## src/rtl/intdiv_pkg.sv

```systemverilog
package intdiv_pkg;

    typedef enum logic [1:0] {
        ST_IDLE   = 2'd0,
        ST_DIVIDE = 2'd1,
        ST_SIGN   = 2'd2
    } div_state_e;

    typedef struct packed {
        logic rem_sel;    // 1: remainder, 0: quotient
        logic is_signed;  // operands interpreted as two's complement
        logic word;       // 32-bit form on a wider register
        logic a_neg;      // dividend negative
        logic b_neg;      // divisor negative
    } div_ctl_t;

endpackage

```

## src/rtl/intdiv_prep.sv

```systemverilog
module intdiv_prep
    import intdiv_pkg::*;
#(
    parameter int XLEN = 64,
    parameter int CW   = $clog2(XLEN + 1)
) (
    input  logic [1:0]      op_i,
    input  logic            word_i,
    input  logic [XLEN-1:0] a_i,
    input  logic [XLEN-1:0] b_i,
    output div_ctl_t        ctl_o,
    output logic [XLEN-1:0] dvd_mag_o,
    output logic [XLEN-1:0] dvs_mag_o,
    output logic [CW-1:0]   iters_o,
    output logic            special_o,
    output logic [XLEN-1:0] sp_quo_o,
    output logic [XLEN-1:0] sp_rem_o
);
    localparam int HW = 32;

    logic            is_signed;
    logic            word_eff;
    logic [XLEN-1:0] a_w, b_w;
    logic [XLEN-1:0] a_ext, b_ext;
    logic            a_neg, b_neg;
    logic [XLEN-1:0] a_mag, b_mag;
    logic            b_zero, a_min, b_m1, ovf;

    assign is_signed = ~op_i[0];

    generate
        if (XLEN > HW) begin : g_wide
            assign word_eff = word_i;
            assign a_w = is_signed ? {{(XLEN-HW){a_i[HW-1]}}, a_i[HW-1:0]}
                                   : {{(XLEN-HW){1'b0}}, a_i[HW-1:0]};
            assign b_w = is_signed ? {{(XLEN-HW){b_i[HW-1]}}, b_i[HW-1:0]}
                                   : {{(XLEN-HW){1'b0}}, b_i[HW-1:0]};
        end else begin : g_narrow
            assign word_eff = 1'b0;
            assign a_w      = a_i;
            assign b_w      = b_i;
        end
    endgenerate

    always_comb begin
        a_ext = word_eff ? a_w : a_i;
        b_ext = word_eff ? b_w : b_i;
        a_neg = is_signed & (word_eff ? a_i[HW-1] : a_i[XLEN-1]);
        b_neg = is_signed & (word_eff ? b_i[HW-1] : b_i[XLEN-1]);
        a_mag = a_neg ? (~a_ext + 1'b1) : a_ext;
        b_mag = b_neg ? (~b_ext + 1'b1) : b_ext;

        // word dividends start in the upper half so only 32 steps are needed
        dvd_mag_o = word_eff ? (a_mag << HW) : a_mag;
        dvs_mag_o = b_mag;
        iters_o   = word_eff ? CW'(HW) : CW'(XLEN);

        b_zero = word_eff ? (b_i[HW-1:0] == '0) : (b_i == '0);
        a_min  = word_eff ? (a_i[HW-1:0] == {1'b1, {(HW-1){1'b0}}})
                          : (a_i == {1'b1, {(XLEN-1){1'b0}}});
        b_m1   = word_eff ? (b_i[HW-1:0] == '1) : (b_i == '1);
        ovf    = is_signed & a_min & b_m1;

        special_o = b_zero | ovf;
        if (b_zero) begin
            sp_quo_o = '1;
            sp_rem_o = a_ext;
        end else begin
            sp_quo_o = a_ext;
            sp_rem_o = '0;
        end

        ctl_o.rem_sel   = op_i[1];
        ctl_o.is_signed = is_signed;
        ctl_o.word      = word_eff;
        ctl_o.a_neg     = a_neg;
        ctl_o.b_neg     = b_neg;
    end

endmodule

```

## src/rtl/intdiv_core.sv

```systemverilog
module intdiv_core #(
    parameter int XLEN = 64,
    parameter int CW   = $clog2(XLEN + 1)
) (
    input  logic            clk,
    input  logic            rst_n,
    input  logic            load_i,
    input  logic            step_i,
    input  logic [XLEN-1:0] dvd_i,
    input  logic [XLEN-1:0] dvs_i,
    input  logic [CW-1:0]   iters_i,
    output logic [XLEN-1:0] quo_o,
    output logic [XLEN-1:0] rem_o,
    output logic            last_o
);
    logic [XLEN-1:0] quo_q, rem_q, dvs_q;
    logic [CW-1:0]   cnt_q, iters_q;
    logic [XLEN:0]   shifted, trial;

    assign shifted = {rem_q, quo_q[XLEN-1]};
    assign trial   = shifted - {1'b0, dvs_q};

    always_ff @(posedge clk or negedge rst_n) begin
        if (!rst_n) begin
            quo_q   <= '0;
            rem_q   <= '0;
            dvs_q   <= '0;
            cnt_q   <= '0;
            iters_q <= '0;
        end else if (load_i) begin
            quo_q   <= dvd_i;
            rem_q   <= '0;
            dvs_q   <= dvs_i;
            cnt_q   <= '0;
            iters_q <= iters_i;
        end else if (step_i) begin
            cnt_q <= cnt_q + 1'b1;
            if (!trial[XLEN]) begin
                rem_q <= trial[XLEN-1:0];
                quo_q <= {quo_q[XLEN-2:0], 1'b1};
            end else begin
                rem_q <= shifted[XLEN-1:0];
                quo_q <= {quo_q[XLEN-2:0], 1'b0};
            end
        end
    end

    assign quo_o  = quo_q;
    assign rem_o  = rem_q;
    assign last_o = (cnt_q == iters_q - 1'b1);

    // the controller never asks for more iterations than were loaded
    p_step_bound_r6: assert property (@(posedge clk) disable iff (!rst_n)
        step_i |-> (cnt_q < iters_q));

    // partial remainder stays below the divisor after each step
    p_rem_below_r2: assert property (@(posedge clk) disable iff (!rst_n)
        step_i |=> (rem_q < dvs_q));

endmodule

```

## src/rtl/intdiv_fix.sv

```systemverilog
module intdiv_fix #(
    parameter int XLEN = 64
) (
    input  logic [XLEN-1:0] quo_i,
    input  logic [XLEN-1:0] rem_i,
    input  logic            rem_sel_i,
    input  logic            q_neg_i,
    input  logic            r_neg_i,
    input  logic            apply_i,
    input  logic            word_i,
    output logic [XLEN-1:0] res_o
);
    localparam int HW = 32;

    logic [XLEN-1:0] sel, val;
    logic            neg;

    always_comb begin
        sel = rem_sel_i ? rem_i : quo_i;
        neg = apply_i & (rem_sel_i ? r_neg_i : q_neg_i);
        val = neg ? (~sel + 1'b1) : sel;
    end

    generate
        if (XLEN > HW) begin : g_ext
            assign res_o = word_i ? {{(XLEN-HW){val[HW-1]}}, val[HW-1:0]} : val;
        end else begin : g_plain
            assign res_o = val;
        end
    endgenerate

endmodule

```

## src/rtl/intdiv_unit.sv

```systemverilog
module intdiv_unit
    import intdiv_pkg::*;
#(
    parameter int XLEN = 64
) (
    input  logic            clk,
    input  logic            rst_n,
    input  logic            start_i,
    input  logic [1:0]      op_i,
    input  logic            word_i,
    input  logic [XLEN-1:0] dividend_i,
    input  logic [XLEN-1:0] divisor_i,
    output logic            busy_o,
    output logic            done_o,
    output logic [XLEN-1:0] result_o
);
    localparam int CW = $clog2(XLEN + 1);

    div_state_e      state_q, state_d;
    div_ctl_t        ctl_q, prep_ctl, fix_ctl;
    logic [XLEN-1:0] dvd_mag, dvs_mag, sp_quo, sp_rem;
    logic [XLEN-1:0] core_quo, core_rem, fix_quo, fix_rem, fix_res;
    logic [CW-1:0]   iters;
    logic            special, last, load, step, in_idle;
    logic [XLEN-1:0] result_q;
    logic            done_q;

    intdiv_prep #(.XLEN(XLEN), .CW(CW)) u_prep (
        .op_i      (op_i),
        .word_i    (word_i),
        .a_i       (dividend_i),
        .b_i       (divisor_i),
        .ctl_o     (prep_ctl),
        .dvd_mag_o (dvd_mag),
        .dvs_mag_o (dvs_mag),
        .iters_o   (iters),
        .special_o (special),
        .sp_quo_o  (sp_quo),
        .sp_rem_o  (sp_rem)
    );

    assign in_idle = (state_q == ST_IDLE);
    assign load    = in_idle & start_i & ~special;
    assign step    = (state_q == ST_DIVIDE);

    intdiv_core #(.XLEN(XLEN), .CW(CW)) u_core (
        .clk     (clk),
        .rst_n   (rst_n),
        .load_i  (load),
        .step_i  (step),
        .dvd_i   (dvd_mag),
        .dvs_i   (dvs_mag),
        .iters_i (iters),
        .quo_o   (core_quo),
        .rem_o   (core_rem),
        .last_o  (last)
    );

    // idle: fixed results straight from the operands; otherwise loop output
    assign fix_ctl = in_idle ? prep_ctl : ctl_q;
    assign fix_quo = in_idle ? sp_quo : core_quo;
    assign fix_rem = in_idle ? sp_rem : core_rem;

    intdiv_fix #(.XLEN(XLEN)) u_fix (
        .quo_i     (fix_quo),
        .rem_i     (fix_rem),
        .rem_sel_i (fix_ctl.rem_sel),
        .q_neg_i   (fix_ctl.a_neg ^ fix_ctl.b_neg),
        .r_neg_i   (fix_ctl.a_neg),
        .apply_i   (~in_idle),
        .word_i    (fix_ctl.word),
        .res_o     (fix_res)
    );

    // next state
    always_comb begin
        state_d = state_q;
        unique case (state_q)
            ST_IDLE:   if (start_i && !special) state_d = ST_DIVIDE;
            ST_DIVIDE: if (last) state_d = ST_SIGN;
            ST_SIGN:   state_d = ST_IDLE;
            default:   state_d = ST_IDLE;
        endcase
    end

    // state register
    always_ff @(posedge clk or negedge rst_n) begin
        if (!rst_n) state_q <= ST_IDLE;
        else        state_q <= state_d;
    end

    // outputs and captured control
    always_ff @(posedge clk or negedge rst_n) begin
        if (!rst_n) begin
            ctl_q    <= '0;
            result_q <= '0;
            done_q   <= 1'b0;
        end else begin
            done_q <= 1'b0;
            unique case (state_q)
                ST_IDLE: begin
                    if (start_i) begin
                        ctl_q <= prep_ctl;
                        if (special) begin
                            result_q <= fix_res;
                            done_q   <= 1'b1;
                        end
                    end
                end
                ST_DIVIDE: ;
                ST_SIGN: begin
                    result_q <= fix_res;
                    done_q   <= 1'b1;
                end
                default: ;
            endcase
        end
    end

    assign busy_o   = ~in_idle;
    assign done_o   = done_q;
    assign result_o = result_q;

    p_done_not_busy_r10: assert property (@(posedge clk) disable iff (!rst_n)
        !(done_o && busy_o));

    p_result_hold_r10: assert property (@(posedge clk) disable iff (!rst_n)
        !$stable(result_o) |-> done_o);

    p_ignore_start_r9: assert property (@(posedge clk) disable iff (!rst_n)
        busy_o |=> $stable(ctl_q));

    p_special_fast_r5: assert property (@(posedge clk) disable iff (!rst_n)
        (in_idle && start_i && special) |=> (done_o && !busy_o));

endmodule

```

## config.mk

```make
export PLATFORM = sky130hd
export DESIGN_NAME = intdiv_unit
export DESIGN_NICKNAME = d
export VERILOG_FILES = /design/src/rtl/intdiv_pkg.sv /design/src/rtl/intdiv_prep.sv /design/src/rtl/intdiv_core.sv /design/src/rtl/intdiv_fix.sv /design/src/rtl/intdiv_unit.sv
export SDC_FILE = /design/constraint.sdc
export NUM_CORES = 1
export LEC_CHECK = 0
export BUFFER_PORTS_ARGS = -buffer_cell sky130_fd_sc_hd__buf_2
export CORE_UTILIZATION = 35
export DETAILED_ROUTE_END_ITERATION = 7
export GPL_TIMING_DRIVEN = 0
export PLACE_DENSITY = 0.54
export SLEW_MARGIN = 40
export SYNTH_ARGS = -nofsm -noshare
export SYNTH_HDL_FRONTEND = slang
export SYNTH_HIERARCHICAL = 1
export SYNTH_SLANG_ARGS = --single-unit
```

## constraint.sdc

```tcl
create_clock -name clk -period 6.45 [get_ports clk]
set_clock_uncertainty 0.05 [all_clocks]
set_input_delay 0.645 -clock clk [delete_from_list [all_inputs] [get_ports clk]]
set_output_delay 0.645 -clock clk [all_outputs]
set_load 0.01 [all_outputs]
```

==> out/summary.txt, run 1 <==
Wirelength per Cell: 26.1 microns
Largest stage delay on the critical path: 690 ps
Switching share of power: 52.7%
Number of port buffers: 192
Setup crit end kind: flop
Core outline area: 0.0747 sq mm
Power consumption: 18.5 mW
Die H: 277 microns
Unrepaired setup endpoints after global routing: no
Run status: finished clean
Max Cap Violations: 0
Avg Inst Size Synth: 7.88 sq um
Power share of the clock group: 11.0%
CTS Buffer Depth: 3
Maximum clock frequency: 0.159 GHz
DIE AREA: 0.0769 sq mm
Transition time of the tightest slew-check pin: 1060 ps
Sw Pwr: 9.73 mW
Slowest stage cell on the critical path: nor4_1
Fill cell total of the finished layout: 7,836
Row Count: 100
Part of the total power dissipated in sequential elements: 18.3%
Power Density: 610 mW/mm^2
Cell breakdown of the critical path: buf_2 > nor4_1 > nand4_1 > clkbuf_1 > nor3_2 > buf_2 > nand2_1 > clkbuf_1 > nand2b_1 > mux2_2 > nor3_1 > o221ai_1 > nor2_1 > a311oi_1 > a21oi_1 > clkbuf_1 > nor4_1 > nor2b_1 > a32o_1
Final count of hold timing violations: 0
Total internal power: 8.74 mW
Number of antenna violations at the first check in global routing: 5
Final critical path time including I/O delays and setup: 6280 ps
Clk pin slew, worst setup/hold paths: 60 ps
Synth Cell Area: 0.0265 sq mm
Routed via count: 28,100
Final wirelength: 120,000 microns
Hold Worst Slack: 285 ps
Area after DPL: 0.0290 sq mm
Class of the most critical hold timing path: in -> reg
Buffer cell driving the clock tree root: clkbuf_16
Part of the cycle the worst path needs: 97.3%
Weighted congestion reported at the end of routability-driven placement: 1.03
Wire length of the first global-routing pass: 177,000 microns
Leakage power total: 13.0 nW
CTS tree: built
Relative slew slack: 28.2%
Area growth from synthesis to layout: 14.0%
Number of placed I/O pins: 200
Maximum number of pins on one net before global-route repair: 68
Clock latency reported for the late side of the worst-skew pair: 580 ps
Global router's overall resource usage: 30.6%
Inserted Clock Buffers: 37
Required time worst endpoint: 6910 ps
Type of the worst setup path: in -> reg
Count of placed standard cells including taps: 4,546
Average vias per placed instance: 6.09
HPWL reported at the end of detailed placement: 97,700 microns
Count of placed standard cells in the final layout, fillers left out: 4,613
Number of levels the H-tree was split into: 2
Final instance area: 0.0303 sq mm
Logic pwr share: 70.7%
Number of optimization iterations in the first detailed-route pass: 6
Worst path most repeated cell: clkbuf_1
Initial standard-cell utilization of the core: 35.5%
Post-route DRC: 0
Finish-stage setup viols: 0
Synthesis Warnings: 6
Horizontal die dimension: 277 microns
Number of slew-limit violations in the final report: 0
NumNets Final: 3,825
Via count of the first global-routing pass: 27,000
Worst Setup Start Kind: primary input
DRT iter0 DRCs: 3,236
Maximum fanout encountered on the critical timing path: 10
Global route total overflow: 0
Antenna violation net count after detailed routing: 0
Number of sinks driven by the clock tree: 277
Data arrival at the endpoint of the critical path: 6740 ps
Final sum of negative setup slack: 0 ps
Proportion of layout cells with a drive suffix above 1: 13.6%
Synthesized netlist cell count: 3,368
Peak ir drop on the vdd network: 0.266 mV
## per-stage QoR
stage	utilization, %	setup slack (ps)
final	40.5	173
after global routing	40.5	72.8
after CTS	40.5	155
after detailed placement	38.9	-856
after global placement	38.5	-1320
after floorplan	-	1360
## cells in the final DEF, fill, tap and decap left out, drive strengths merged, types with 13 or more instances in the layout
master and count:
o22ai 13, or4 31, a21o 39, ha 70, o31ai 33, a41oi 15
a211oi 21, mux2i 139, inv 111, nand3 30, nor4b 14, nand2 414
nand4 49, and3 45, nand2b 45, or3 27, o21ai 242, nor3 93
a31oi 40, xor2 92, xnor2 128, o211ai 18, a21oi 219, clkbuf 211
nor2 286, o21bai 16, nor2b 79, dfrtp 277, and2 27, a311oi 56
mux2 150, nor3b 23, nor4 68, buf 295, a32o 66, o41ai 19
## final cells by class
| type | count | area, sq um | area share (%) |
|---|---|---|---|
| antenna | 2 | 5.00 | 0.0165 |
| buffer | 251 | 1200 | 3.96 |
| clock buffer | 46 | 1010 | 3.34 |
| clock inverter | 15 | 146 | 0.484 |
| inverter | 111 | 417 | 1.38 |
| multi-input combinational | 2732 | 18200 | 60.0 |
| sequential | 277 | 6930 | 22.9 |
| tap | 969 | 1210 | 4.01 |
| timing repair buffer | 210 | 1170 | 3.86 |
## layer usage
metal | vias to the layer above | wire (microns) | track usage (%)
li1 | 12800 | - | -
met1 | 13800 | 54400 | 43.7
met2 | 1300 | 50100 | 44.7
met3 | 192 | 11600 | 6.94
met4 | 8 | 4320 | 10.7
met5 | - | 56 | 0
## critical path: cells and delay by family
family | cells | cell delay, ps
buf+inv | 5 | 1450
compound gates | 4 | 1340
mux | 1 | 180
simple gates | 9 | 3090
## state kept, by name (all words and copies together), names as in the netlist
name / count
result_o: 64
u_core/dvs_q: 64
u_core/quo_o: 64
u_core/rem_o: 64
u_core/cnt_q: 7
u_core/iters_q: 7
ctl_q: 4
state_q: 2
done_o: 1
## worst paths after layout
check                           cells past startpoint                   start                            to  slack (ps)
max in group asynchronous                           4                   rst_n  u_core/dvs_q[24]$_DFFE_PN0P_        4750
worst max register to register                     22  state_q[0]$_DFFE_PN0P_      result_o[40]$_DFFE_PN0P_         310
worst min-delay path                                2                 op_i[1]          ctl_q[4]$_DFFE_PN0P_         290
worst max-delay path                               19            divisor_i[2]      result_o[57]$_DFFE_PN0P_         170
worst min register to register                      1    ctl_q[2]$_DFFE_PN0P_          ctl_q[2]$_DFFE_PN0P_         460
min in group asynchronous                           2                   rst_n      result_o[56]$_DFFE_PN0P_         530
## power groups by stage
stage               sequential [mW]  clock [mW]  combinational (mW)
floorplan                      3.07           0                9.21
global placement               3.40           0                12.7
detailed placement             3.40           0                12.8
CTS                            3.38        2.05                12.8
global route                   3.45        2.12                14.2
finish                         3.38        2.03                13.1
## repair_timing
action,CTS,global route
resized for setup,1,6
buffers inserted,4,0
setup endpoints to repair,25,16
pin swaps,1,0
hold buffers,1,0
endpoints found under the hold margin,24,0
Note: power is estimated with default switching activity, not from simulation.
==> run 2: changes to the inputs <==
Settings changed: PLACE_DENSITY 0.54 to 0.55, SYNTH_HIERARCHICAL 1 to not set.
==> run 2 against run 1 <==
First-iteration DRC count decreased by 7.4%. Utilization increased by 0.17 points. Critical path type is now reg -> reg. Routed wire length decreased by 9.9%. Worst hold slack improved by 64 ps. Highest routed layer unchanged. Power decreased by 77%. Combinational power decreased by 96%. Via count decreased by 11%. Cell count decreased by 10%. Synthesized area decreased by 12%. Design area decreased by 12%. Largest cell class unchanged.
==> out/summary.txt, run 2 <==
Run status: finished clean
Unrepaired setup endpoints after global routing: no
Post-route DRC: 0
Top post-synthesis cells by area: dfrtp_1, o21ai_0, nand2_1, xnor2_1, nor2_1
Initial standard-cell utilization of the core: 35.4%
Final critical path time including I/O delays and setup: 6020 ps
Transition time of the tightest slew-check pin: 1000 ps
Maximum fanout encountered on the critical timing path: 10
Number of levels the H-tree was split into: 2
Max Cap Violations: 0
Number of flops mapped to enable cells by yosys: 0
Worst Setup Start Kind: flop
Core outline area: 0.0657 sq mm
Number of sinks driven by the clock tree: 272
Capture instance of the worst register-to-register path: u_core.rem_o[62]$_DFFE_PN0P_
DRT iter0 DRCs: 2,996
Relative slew slack: 33.0%
Share of flip-flops with an asynchronous set or reset: 100%
Part of the cycle the worst path needs: 93.4%
Wirelength per Cell: 26.2 microns
Maximum clock frequency: 0.166 GHz
Clk pin slew, worst setup/hold paths: 60 ps
Number of port buffers: 197
Number of slew-limit violations in the final report: 0
Setup slack on the worst flop-to-flop path: 430 ps
Final sum of negative setup slack: 0 ps
Synthesized net count: 3,216
Horizontal die dimension: 260 microns
Setup bufs post-CTS: 0
Routed length on met2: 47,400 microns
Synthesis Warnings: 0
Hold path endpoint: u_core.dvs_q[27]$_DFFE_PN0P_
Via count of the first global-routing pass: 23,800
Highest routed layer: met5
Number of cells traversed by the worst register-to-register path: 17
Number of placed I/O pins: 200
Weighted congestion reported at the end of routability-driven placement: 1.02
CTS Buffer Depth: 3
Average vias per placed instance: 6.05
CTS tree: built
Number of optimization iterations in the first detailed-route pass: 6
Setup crit end kind: flop
Sequential fraction of the synthesis area: 29.3%
Peak ir drop on the vdd network: 0.218 mV
HPWL reported at the end of detailed placement: 87,600 microns
Reg-to-Reg Start: u_core.rem_o[12]$_DFFE_PN0P_
Hold path start: divisor_i[27]
Routed via count: 25,100
Power consumption: 4.28 mW
Area growth from synthesis to layout: 14.9%
Antenna violation net count after detailed routing: 0
Finish-stage setup viols: 0
Maximum number of pins on one net before global-route repair: 69
Required time worst endpoint: 6890 ps
Row Count: 94
Power Density: 160 mW/mm^2
Synth cell count leaders: nand2_1, nor2_1, o21ai_0
Most frequent cells in the layout: nand2_1, nor2_1, o21ai_0
Avg Inst Size Synth: 7.73 sq um
Detailed-routed wire length on met3: 9070 microns
Most frequent standard cell in the layout excluding fill and tap cells: nand2_1
Synth Cell Area: 0.0233 sq mm
Number of antenna violations at the first check in global routing: 7
Synthesized netlist cell count: 3,012
Proportion of layout cells with a drive suffix above 1: 12.0%
Hold Worst Slack: 349 ps
Most frequent cell after synthesis: nand2_1
Final count of hold timing violations: 0
Die H: 260 microns
Data arrival at the endpoint of the critical path: 6460 ps
Global route total overflow: 0
Global router's overall resource usage: 31.5%
Share of the core filled with cells in the final layout: 40.7%
Number of cells on the worst hold path: 4
Buffer cell driving the clock tree root: clkbuf_16
Leakage power total: 10.8 nW
Distinct cell type count of the synthesized netlist: 99
Final wirelength: 109,000 microns
Inserted Clock Buffers: 36
Class of the most critical hold timing path: in -> reg
Wire length of the first global-routing pass: 157,000 microns
Register bit count reported by yosys: 272
Clock latency reported for the late side of the worst-skew pair: 590 ps
Dominant register cell in the synthesized netlist: dfrtp_1
DIE AREA: 0.0675 sq mm
Most area-hungry cell type in the Yosys netlist: dfrtp_1
Type of the worst setup path: reg -> reg
NumNets Final: 3,457
Share of Yosys cell area claimed by the top area cell type: 29.3%
Wire length the detailed router placed on met1: 46,800 microns
-- run 2: changes by cell type in the layout (fill, tap and decap cells not counted), sizes merged, moves of 32 or more --
cell / change
mux2: -111
o21ai: +50
nor4: -34
mux2i: -32
a311oi: -55
nand2b: -32
nor2b: -57
nand3: +49
buf: -41
nand2: -55
and3: -34
a32o: -62
-- run 2: how the worst max path moves through the flow --
stage / start / slack [ps] / to
global placement: rst_n / -890 / result_o[11]$_DFFE_PN0P_
floorplan: divisor_i[41] / 1740 / result_o[54]$_DFFE_PN0P_
detailed placement: divisor_i[0] / 240 / result_o[52]$_DFFE_PN0P_
CTS: u_core.rem_o[12]$_DFFE_PN0P_ / 320 / u_core.rem_o[62]$_DFFE_PN0P_
finish: u_core.rem_o[12]$_DFFE_PN0P_ / 430 / u_core.rem_o[62]$_DFFE_PN0P_
global route: u_core.rem_o[12]$_DFFE_PN0P_ / 100 / u_core.rem_o[62]$_DFFE_PN0P_
-- run 2: final cells by class --
class / count / area, sq um
timing repair buffer: 203 / 1120
tap: 864 / 1080
fill: 6957 / 39000
multi-input combinational: 2430 / 15300
inverter: 112 / 420
antenna: 3 / 7.51
buffer: 198 / 830
clock buffer: 47 / 992
sequential: 272 / 6810
clock inverter: 16 / 176
-- run 2: logic make-up (layout without fill, tap and decap cells) --
logic type	after synthesis	in the layout	share of synthesized area [%]
buffers and inverters	310	576	5.31
other	0	3	0
and+or+nand+nor	1045	1045	20.7
adders and majority gates	85	85	4.44
AOI/OAI and AO/OA	938	938	25.6
xor gates and xnor gates	216	216	8.16
muxes	146	146	6.49
DFF	272	272	29.3
-- run 2: through the flow --
step,worst slack (ps),cells,cell area (sq um)
4_1_cts,319,4142,26700
3_3_place_gp,-890,4073,25300
6_report,429,4145,26700
2_1_floorplan,1740,3012,23300
5_1_grt,97.2,4143,26700
3_5_place_dp,241,4078,25500
-- run 2: worst max-delay path: stages (launching register included) --
cell and delay (ps):
dfrtp_1 440, ha_1 310, clkbuf_1 250, a21oi_1 110, o21a_1 230, a211oi_1 220
nor2_1 120, o31a_1 330, o21ai_0 470, a31oi_1 300, a211oi_1 470, nor2_1 130
o31ai_1 280, clkbuf_1 460, clkbuf_2 450, clkbuf_1 660, nand2_1 380, o211ai_1 260
-- run 2: timing repair --
action                                 CTS  global route
endpoints found under the hold margin   24             0
resized for setup                        0             2
hold buffers                             1             0
setup endpoints to repair                0             3
-- run 2: metal layers --
layer	vias to the layer above	global-route usage, %
met5	-	0
met4	6	13.7
met3	220	5.76
met2	1140	47.7
met1	12300	43.4
li1	11400	-
-- run 2: report_power, final --
group          leakage (nW)  internal [mW]  total, mW  switching (mW)
combinational          7.12          0.143      0.508           0.365
sequential             3.13           1.71       1.71        0.000306
clock                 0.572           1.18       2.06           0.886
